File: src/rtl/irq_prio_ctrl.sv
module irq_prio_ctrl #(
  parameter int N_SRC = 8,
  localparam int NSYS = 4,
  localparam int DW = 2 * N_SRC,
  localparam int VW = $clog2(N_SRC + NSYS)
) (
  input  logic             clk,
  input  logic             rst_n,
  input  logic [N_SRC-1:0] periph_irq,
  input  logic [NSYS-1:0]  sys_exc,
  input  logic [1:0]       reg_addr,
  input  logic             reg_wr,
  input  logic             reg_and,
  input  logic [DW-1:0]    reg_wdata,
  output logic [DW-1:0]    reg_rdata,
  output logic             irq_valid,
  output logic [VW-1:0]    irq_vec,
  input  logic             irq_ack
);

  logic [N_SRC-1:0] pend_q, prev_p, pend_d;
  logic [NSYS-1:0]  sys_q, prev_s, sys_d;
  logic [DW-1:0]    prio_q;
  logic             gie_q;

  wire [N_SRC-1:0] rise_p = periph_irq & ~prev_p;
  wire [NSYS-1:0]  rise_s = sys_exc & ~prev_s;
  wire wr_p = reg_wr && reg_addr == 2'd0;
  wire wr_r = reg_wr && reg_addr == 2'd1;
  wire wr_s = reg_wr && reg_addr == 2'd2;
  wire wr_c = reg_wr && reg_addr == 2'd3;
  wire ack_hit = irq_ack && irq_valid;

  always_comb begin
    pend_d = pend_q;
    sys_d  = sys_q;
    if (wr_p) pend_d = reg_and ? (pend_q & reg_wdata[N_SRC-1:0]) : reg_wdata[N_SRC-1:0];
    if (wr_s) sys_d  = reg_and ? (sys_q & reg_wdata[NSYS-1:0]) : reg_wdata[NSYS-1:0];
    for (int i = 0; i < N_SRC; i++)
      if (ack_hit && irq_vec == VW'(i + NSYS)) pend_d[i] = 1'b0;
    for (int k = 0; k < NSYS; k++)
      if (ack_hit && irq_vec == VW'(k)) sys_d[k] = 1'b0;
    pend_d = pend_d | rise_p;
    sys_d  = sys_d | rise_s;
  end

  always_comb begin
    irq_valid = 1'b0;
    irq_vec   = '0;
    for (int lvl = 1; lvl <= 3; lvl++)
      for (int i = N_SRC - 1; i >= 0; i--)
        if (pend_q[i] && gie_q && prio_q[2*i +: 2] == 2'(lvl)) begin
          irq_valid = 1'b1;
          irq_vec   = VW'(i + NSYS);
        end
    if (sys_q[3] && gie_q) begin
      irq_valid = 1'b1;
      irq_vec   = VW'(3);
    end
    for (int k = 2; k >= 0; k--)
      if (sys_q[k]) begin
        irq_valid = 1'b1;
        irq_vec   = VW'(k);
      end
  end

  always_comb
    case (reg_addr)
      2'd0:    reg_rdata = DW'(pend_q);
      2'd1:    reg_rdata = prio_q;
      2'd2:    reg_rdata = DW'(sys_q);
      default: reg_rdata = DW'(gie_q);
    endcase

  always_ff @(posedge clk or negedge rst_n)
    if (!rst_n) begin
      pend_q <= '0;
      prev_p <= '0;
      sys_q  <= '0;
      prev_s <= '0;
      prio_q <= '0;
      gie_q  <= 1'b0;
    end else begin
      pend_q <= pend_d;
      prev_p <= periph_irq;
      sys_q  <= sys_d;
      prev_s <= sys_exc;
      if (wr_r) prio_q <= reg_and ? (prio_q & reg_wdata) : reg_wdata;
      if (wr_c) gie_q  <= reg_and ? (gie_q & reg_wdata[0]) : reg_wdata[0];
    end

endmodule


File: config.mk
export PLATFORM = sky130hd
export DESIGN_NAME = irq_prio_ctrl
export DESIGN_NICKNAME = d
export VERILOG_FILES = /design/src/rtl/irq_prio_ctrl.sv
export SDC_FILE = /design/constraint.sdc
export NUM_CORES = 1
export LEC_CHECK = 0
export ABC_AREA = 1
export CORE_MARGIN = 4
export CORE_UTILIZATION = 38
export DETAILED_ROUTE_END_ITERATION = 10
export PLACE_DENSITY = 0.7
export SLEW_MARGIN = 20
export SYNTH_ARGS = -nofsm -noshare
export SYNTH_HDL_FRONTEND = slang
export SYNTH_SLANG_ARGS = --single-unit
File: constraint.sdc
create_clock -name clk -period 7.3 [get_ports clk]
set_input_delay 1.46 -clock clk [delete_from_list [all_inputs] [get_ports clk]]
set_output_delay 1.46 -clock clk [all_outputs]
set_load 0.02 [all_outputs]
==> results_dict.tcl, run 1 <==
set metrics [dict create \
    status "completed" \
    routedWlPerCell_um 14.0 \
    synth_fa_ha_area_share_pct 0 \
    grt_pass1_vias 2393 \
    slew-limit-headroom_pct 38.3 \
    rows 28 \
    die_width_um 87.7 \
    avgSynthCellArea_sq_um 7.00 \
    htreeDepth 2 \
    required_ns 5.84 \
    area_growth_pct 29.3 \
    antenna_found_initial 0 \
    maxSlewViolCount 0 \
    drv_cap 0 \
    vias 2376 \
    yosys_warnings 0 \
    initial_core_util_pct 40.1 \
    final_hold_viol_count 0 \
    crit_type "in2out" \
    worst_ep_arrival_time_ns 3.54 \
    fill_cells 629 \
    drive_above_1_share_pct 3.97 \
    port-buffer-count 55 \
    synth_area_sq_um 2410 \
    clockBufferDepth 2 \
    synthesis.nets 380 \
    yosys-top-cells-area "dfrtp_1 (43%), nand2_1 (13%), inv_1 (12%), a22oi_1 (6.2%), nor3_1 (6.0%)" \
    fin_crit_ns 5.00 \
    cts_tree "done" \
    crit_path_end_kind "primary output" \
    fmax_mhz 200 \
    synth_top_family_by_area "simple AND/OR/NAND/NOR gates" \
    seq_area_sq_um 1030 \
    grt_max_degree 42 \
    core_area_sq_um 6030 \
    fin_skew_ns 0.0142 \
    p_leak_nw 1.59 \
    tightest_slew_ns 0.925 \
    netlist_instances 345 \
    dieHeight_um 87.7 \
    clock-root-buffer "clkbuf_8" \
    multi_input_area_sq_um 1070 \
    nets 437 \
    grt_pass1_wl_um 11000 \
    irDropWorstVdd_v 0.000126 \
    postCtsSetupRepairBufs 0 \
    ant_nets 0 \
    grt_setup_unrepaired "no" \
    cts_made_buffers 5 \
    gr-total-overflow 0 \
    dieArea_sq_um 7690 \
    post_cts_resized 0 \
    power_density_nw_per_um2 236 \
    fin_crit_sh_pct 68.5 \
    dr.pass1.iters 6 \
    synth-simple-area-share_pct 31.5 \
    synth_seq_cells 41 \
    synth_top_area_share_pct 42.5 \
    fin_tns_setup_ns 0 \
    dp_hpwl_um 5280 \
    cts.clk_slew.worst_paths_ns 0.08 \
    diodes 0 \
    yosys.area.top_type "dfrtp_1" \
    ctsHoldBuffers 0 \
    clock_sinks 41 \
    min_path_type "reg2reg" \
    start_kind "primary input" \
    ys_seq_area_share_pct 42.5 \
    routed_wl_um 6700 \
    dr.first_iter.drc_count 155 \
    final-setup-viol-count 0 \
    gp_congestion 0.944 \
    drcViolationCount 0 \
    io_pins 56 \
    viasPerCell 4.97 \
    synth_compound_gate_area_share_pct 12.8 \
    synthXorXnorAreaFrac_pct 0 \
    insertion_delay_ns 0.30 \
    power_w 0.000736 \
    globalRouteTotalUtil_pct 18.7 \
    worst-path-max-fanout 21 \
    synthMuxAreaShare_pct 0 \
    ys_types 20 \
]
==> Yosys cell counts <==
cell type  instances
o21ai_0            7
a311oi_1           1
nand4_1            9
clkbuf_1           4
o221ai_1           3
nor2_2             1
o22ai_1            4
buf_6              1
inv_1             76
a22oi_1           20
nand2_1           85
clkinv_1           2
nand2_2            3
nand2_4            3
a21oi_1           11
nand3_1           12
nor3_1            29
dfrtp_1           41
nor2_1            32
o2111ai_1          1
==> metal layers <==
layer	track usage (%)	wire length, um	up-vias
met3	3.95	371	9
met1	24.1	3000	1086
met5	0	0	-
met4	6.28	80	0
met2	31.3	3250	66
li1	-	-	1215
==> cell usage in the layout, fill, tap and decap left out <==
master,netlist,layout
nand4_1,9,9
buf_2,0,1
nor3_1,29,29
o221ai_1,3,3
clkbuf_8,0,5
nand2_2,3,3
clkinv_4,0,1
o22ai_1,4,4
o2111ai_1,1,1
a21oi_1,11,11
nor2_1,32,32
dfrtp_1,41,41
clkdlybuf4s50_1,0,54
inv_6,0,1
clkinv_1,2,2
a311oi_1,1,1
inv_1,76,76
a22oi_1,20,20
clkinvlp_4,0,1
nor2_2,1,1
nand3_1,12,12
nand2_1,85,85
o21ai_0,7,7
nand2_4,3,3
==> state kept, by name (all words and copies together) (netlist names) <==
name    count
sys_q       4
gie_q       1
prev_p      8
prev_s      4
prio_q     16
pend_q      8
==> path summary, 6_finish.rpt <==
kind,from,end,slack (ns),cells past startpoint
min reg2reg,prev_s[3],sys_q[3],0.41,1
max,reg_addr[0],reg_rdata[5],2.30,6
min,prev_s[3],sys_q[3],0.41,1
max in group asynchronous,rst_n,prio_q[3],5.42,1
max reg2reg,gie_q,pend_q[1],4.44,13
min in group asynchronous,rst_n,prev_p[7],1.29,1
==> final cells by class <==
| type | count | share of cell area, % |
|---|---|---|
| flip-flops and latches | 41 | 32.9 |
| clock buffers | 5 | 2.21 |
| inverters | 78 | 9.38 |
| clock inverters | 3 | 0.802 |
| multi-input cells | 221 | 34.2 |
| well taps | 75 | 3.01 |
| repair buffers | 55 | 17.5 |
==> worst max-delay path: stages <==
cell and delay (ns):
clkdlybuf4s50_1 0.52, inv_1 0.07, nor2_1 0.23, inv_1 0.36, o22ai_1 0.26, clkdlybuf4s50_1 0.65
==> stage by stage <==
| stage | setup WS, ns | std cells | util, % | hold WS (ns) | cell area [sq um] |
|---|---|---|---|---|---|
| after floorplan | 3.51 | 345 | - | 0.400 | 2410 |
| after global placement | 2.27 | 470 | 50.2 | 0.405 | 3030 |
| after detailed placement | 2.27 | 470 | 50.2 | 0.407 | 3030 |
| after CTS | 2.26 | 478 | 51.8 | 0.419 | 3120 |
| after global routing | 1.99 | 478 | 51.8 | 0.452 | 3120 |
| final | 2.30 | 478 | 51.8 | 0.414 | 3120 |
==> kinds of logic after synthesis <==
group,after synthesis
AOI/OAI and AO/OA,47
and+or+nand+nor,174
DFF,41
buffers and inverters,83
==> power breakdown <==
group | leakage [nW] | switching, W | total [W] | internal, W
combinational | 1.09 | 0.000186 | 0.000298 | 0.000112
sequential | 0.455 | 0.0000240 | 0.000283 | 0.000259
clock | 0.0447 | 0.0000859 | 0.000155 | 0.0000690
total | 1.59 | 0.000296 | 0.000736 | 0.000440
(Power assumes the default switching activity.)
==> run 2, diff against run 1 <==
- PLACE_DENSITY: 0.7 -> 0.73
- clock period: 7.3 -> 4.2 ns (I/O delays scaled with it)
==> results_dict.tcl, run 2 (synthesis results as in run 1) <==
set metrics [dict create \
    fin_crit_sh_pct 93.0 \
    htreeDepth 2 \
    layout_common_cells "nand2_1 (85), inv_1 (76), clkdlybuf4s50_1 (53)" \
    min_path_type "reg2reg" \
    status "completed" \
    vias 2459 \
    clock_sinks 41 \
    area_growth_pct 32.2 \
    antenna_found_initial 0 \
    crit_family "buffers and inverters" \
    dr.first_iter.drc_count 219 \
    crit_path_max_incr_delay_ns 0.65 \
    drive_above_1_share_pct 4.93 \
    clockBufferDepth 2 \
    rows 28 \
    cts_tree "done" \
    io_pins 56 \
    final_hold_viol_count 0 \
    maxSlewViolCount 0 \
    required_ns 3.36 \
    drv_cap 0 \
    final_util_pct 52.9 \
    r2r_cells 14 \
    cts_made_buffers 5 \
    dieHeight_um 87.7 \
    grt_pass1_wl_um 10800 \
    routedWlPerCell_um 13.7 \
    port-buffer-count 55 \
    ctsHoldBuffers 0 \
    reg2reg_from "gie_q" \
    path_buf_inv 5 \
    final_common_cell "nand2_1" \
    start_kind "flop" \
    worstPathCellList "buf_4 > nand2_2 > nor3_1 > inv_1 > nand2_1 > inv_1 > o21ai_0 > nand2_1 > nand2_1 > nand2_1 > nand2_1 > nand2_1 > nand2_1 > nand2_1 > nand2_1 > nand2_1 > nand3_1 > nand2_1 > inv_1 > clkdlybuf4s50_1" \
    diodes 0 \
    irDropWorstVdd_v 0.000200 \
    slew-limit-headroom_pct 37.4 \
    grt_max_degree 42 \
    min_from "prev_p[6]" \
    gp_congestion 0.958 \
    crit_type "reg2out" \
    globalRouteTotalUtil_pct 17.8 \
    fmax_mhz 256 \
    dr.pass1.iters 5 \
    min_path_cells 1 \
    viasPerCell 5.11 \
    reg2reg_slack_ns 1.44 \
    drcViolationCount 0 \
    core_area_sq_um 6030 \
    r2r-end "pend_q[3]" \
    crit_path_frequent_cell "nand2_1" \
    ant_nets 0 \
    worst-path-max-fanout 8 \
    initial_core_util_pct 40.1 \
    largest_reg_flops 16 \
    dieArea_sq_um 7690 \
    tightest_slew_ns 0.939 \
    largestRegisters "prio_q: 16 flops, pend_q: 8 flops, prev_p: 8 flops" \
    nets 440 \
    die_width_um 87.7 \
    whs_endpoint "pend_q[6]" \
    fin_skew_ns 0.00800 \
    fin_tns_setup_ns 0 \
    crit_path_end_kind "primary output" \
    power_w 0.00140 \
    fin_crit_ns 3.91 \
    grt_pass1_vias 2407 \
    fill_cells 619 \
    postCtsSetupRepairBufs 0 \
    gr-total-overflow 0 \
    insertion_delay_ns 0.31 \
    power_density_nw_per_um2 440 \
    dp_hpwl_um 5110 \
    grt_setup_unrepaired "no" \
    p_leak_nw 1.64 \
    cp_slowest_cell "clkdlybuf4s50_1" \
    cts.clk_slew.worst_paths_ns 0.08 \
    final-setup-viol-count 0 \
    clock-root-buffer "clkbuf_8" \
    largest_register "prio_q" \
    routed_wl_um 6580 \
    worst_ep_arrival_time_ns 3.07 \
]
[run 2: changes by cell type in the layout (fill, tap and decap cells not counted), sizes merged]
cell | before | now
dlymetal6s2s | 0 | 1
buf | 1 | 4
clkinvlp | 1 | 0
clkinv | 3 | 2
bufinv | 0 | 2
clkdlybuf4s50 | 54 | 53
[run 2: area by class of cell]
cell class | instances | area [sq um] | area share (%)
inverter | 78 | 293 | 9.18
multi-input combinational | 221 | 1070 | 33.5
clock inverter | 3 | 68.8 | 2.16
clock buffer | 5 | 68.8 | 2.16
timing repair buffer | 58 | 571 | 17.9
sequential | 41 | 1030 | 32.2
tap | 75 | 93.8 | 2.94
[run 2: worst max-delay path by stage]
stage,startpoint,end,slack [ns],depth (start not counted)
2_1_floorplan,gie_q,irq_vec[0],1.30,31
3_3_place_gp,gie_q,irq_vec[0],0.40,31
3_5_place_dp,gie_q,irq_vec[0],0.37,31
4_1_cts,gie_q,irq_vec[0],0.02,31
5_1_grt,gie_q,irq_vec[1],0.07,20
6_report,gie_q,irq_vec[1],0.29,20
[run 2: layer usage]
metal  GRT usage [%]  routed length [um]  vias up  share of wire (%)
li1                -                   -     1218                  -
met1            22.5                2830     1152                 43
met2            29.5                3200       75                 49
met3            4.61                 421       14                6.4
met4            6.00                 130        0                2.0
met5               0                   0        -                  0
[run 2: stage by stage]
stage | setup slack (ns) | hold WS, ns | instance area (sq um) | std cells
after floorplan | 1.30 | 0.400 | 2410 | 345
after global placement | 0.396 | 0.403 | 3050 | 473
after detailed placement | 0.370 | 0.411 | 3050 | 473
after CTS | 0.0162 | 0.423 | 3190 | 481
after global routing | 0.0687 | 0.434 | 3190 | 481
final | 0.294 | 0.420 | 3190 | 481
[run 2: what timing repair did]
| action | 4_1_cts | 5_1_grt |
|---|---|---|
| setup endpoints to repair | 0 | 2 |
| resized for setup | 0 | 2 |
| endpoints found under the hold margin | 0 | 0 |
[run 2: worst reg2reg max path, cell delays in order, from the launching register on]
cell	delay, ns
dfrtp_2	0.46
buf_4	0.20
nand2_2	0.07
nor3_1	0.22
nor2_1	0.14
nand2_1	0.08
nor2_1	0.06
a311oi_1	0.33
nor2_1	0.14
inv_1	0.10
nand3_1	0.11
nor3_1	0.45
nand4_1	0.16
nand2_1	0.08
o21ai_0	0.07
[run 2: power by group]
group	internal (W)	total [W]	leakage [nW]	switching, W
registers	0.000451	0.000487	0.454	0.0000366
logic	0.000198	0.000525	1.12	0.000328
clock network	0.000239	0.000391	0.0687	0.000152
==> run 3, diff against run 2 <==
- HOLD_SLACK_MARGIN: unset -> 0.15
- SLEW_MARGIN: 20 -> unset
==> results of run 3 <==
Same layout as run 2: the final DEF is identical, and so are final timing and power.
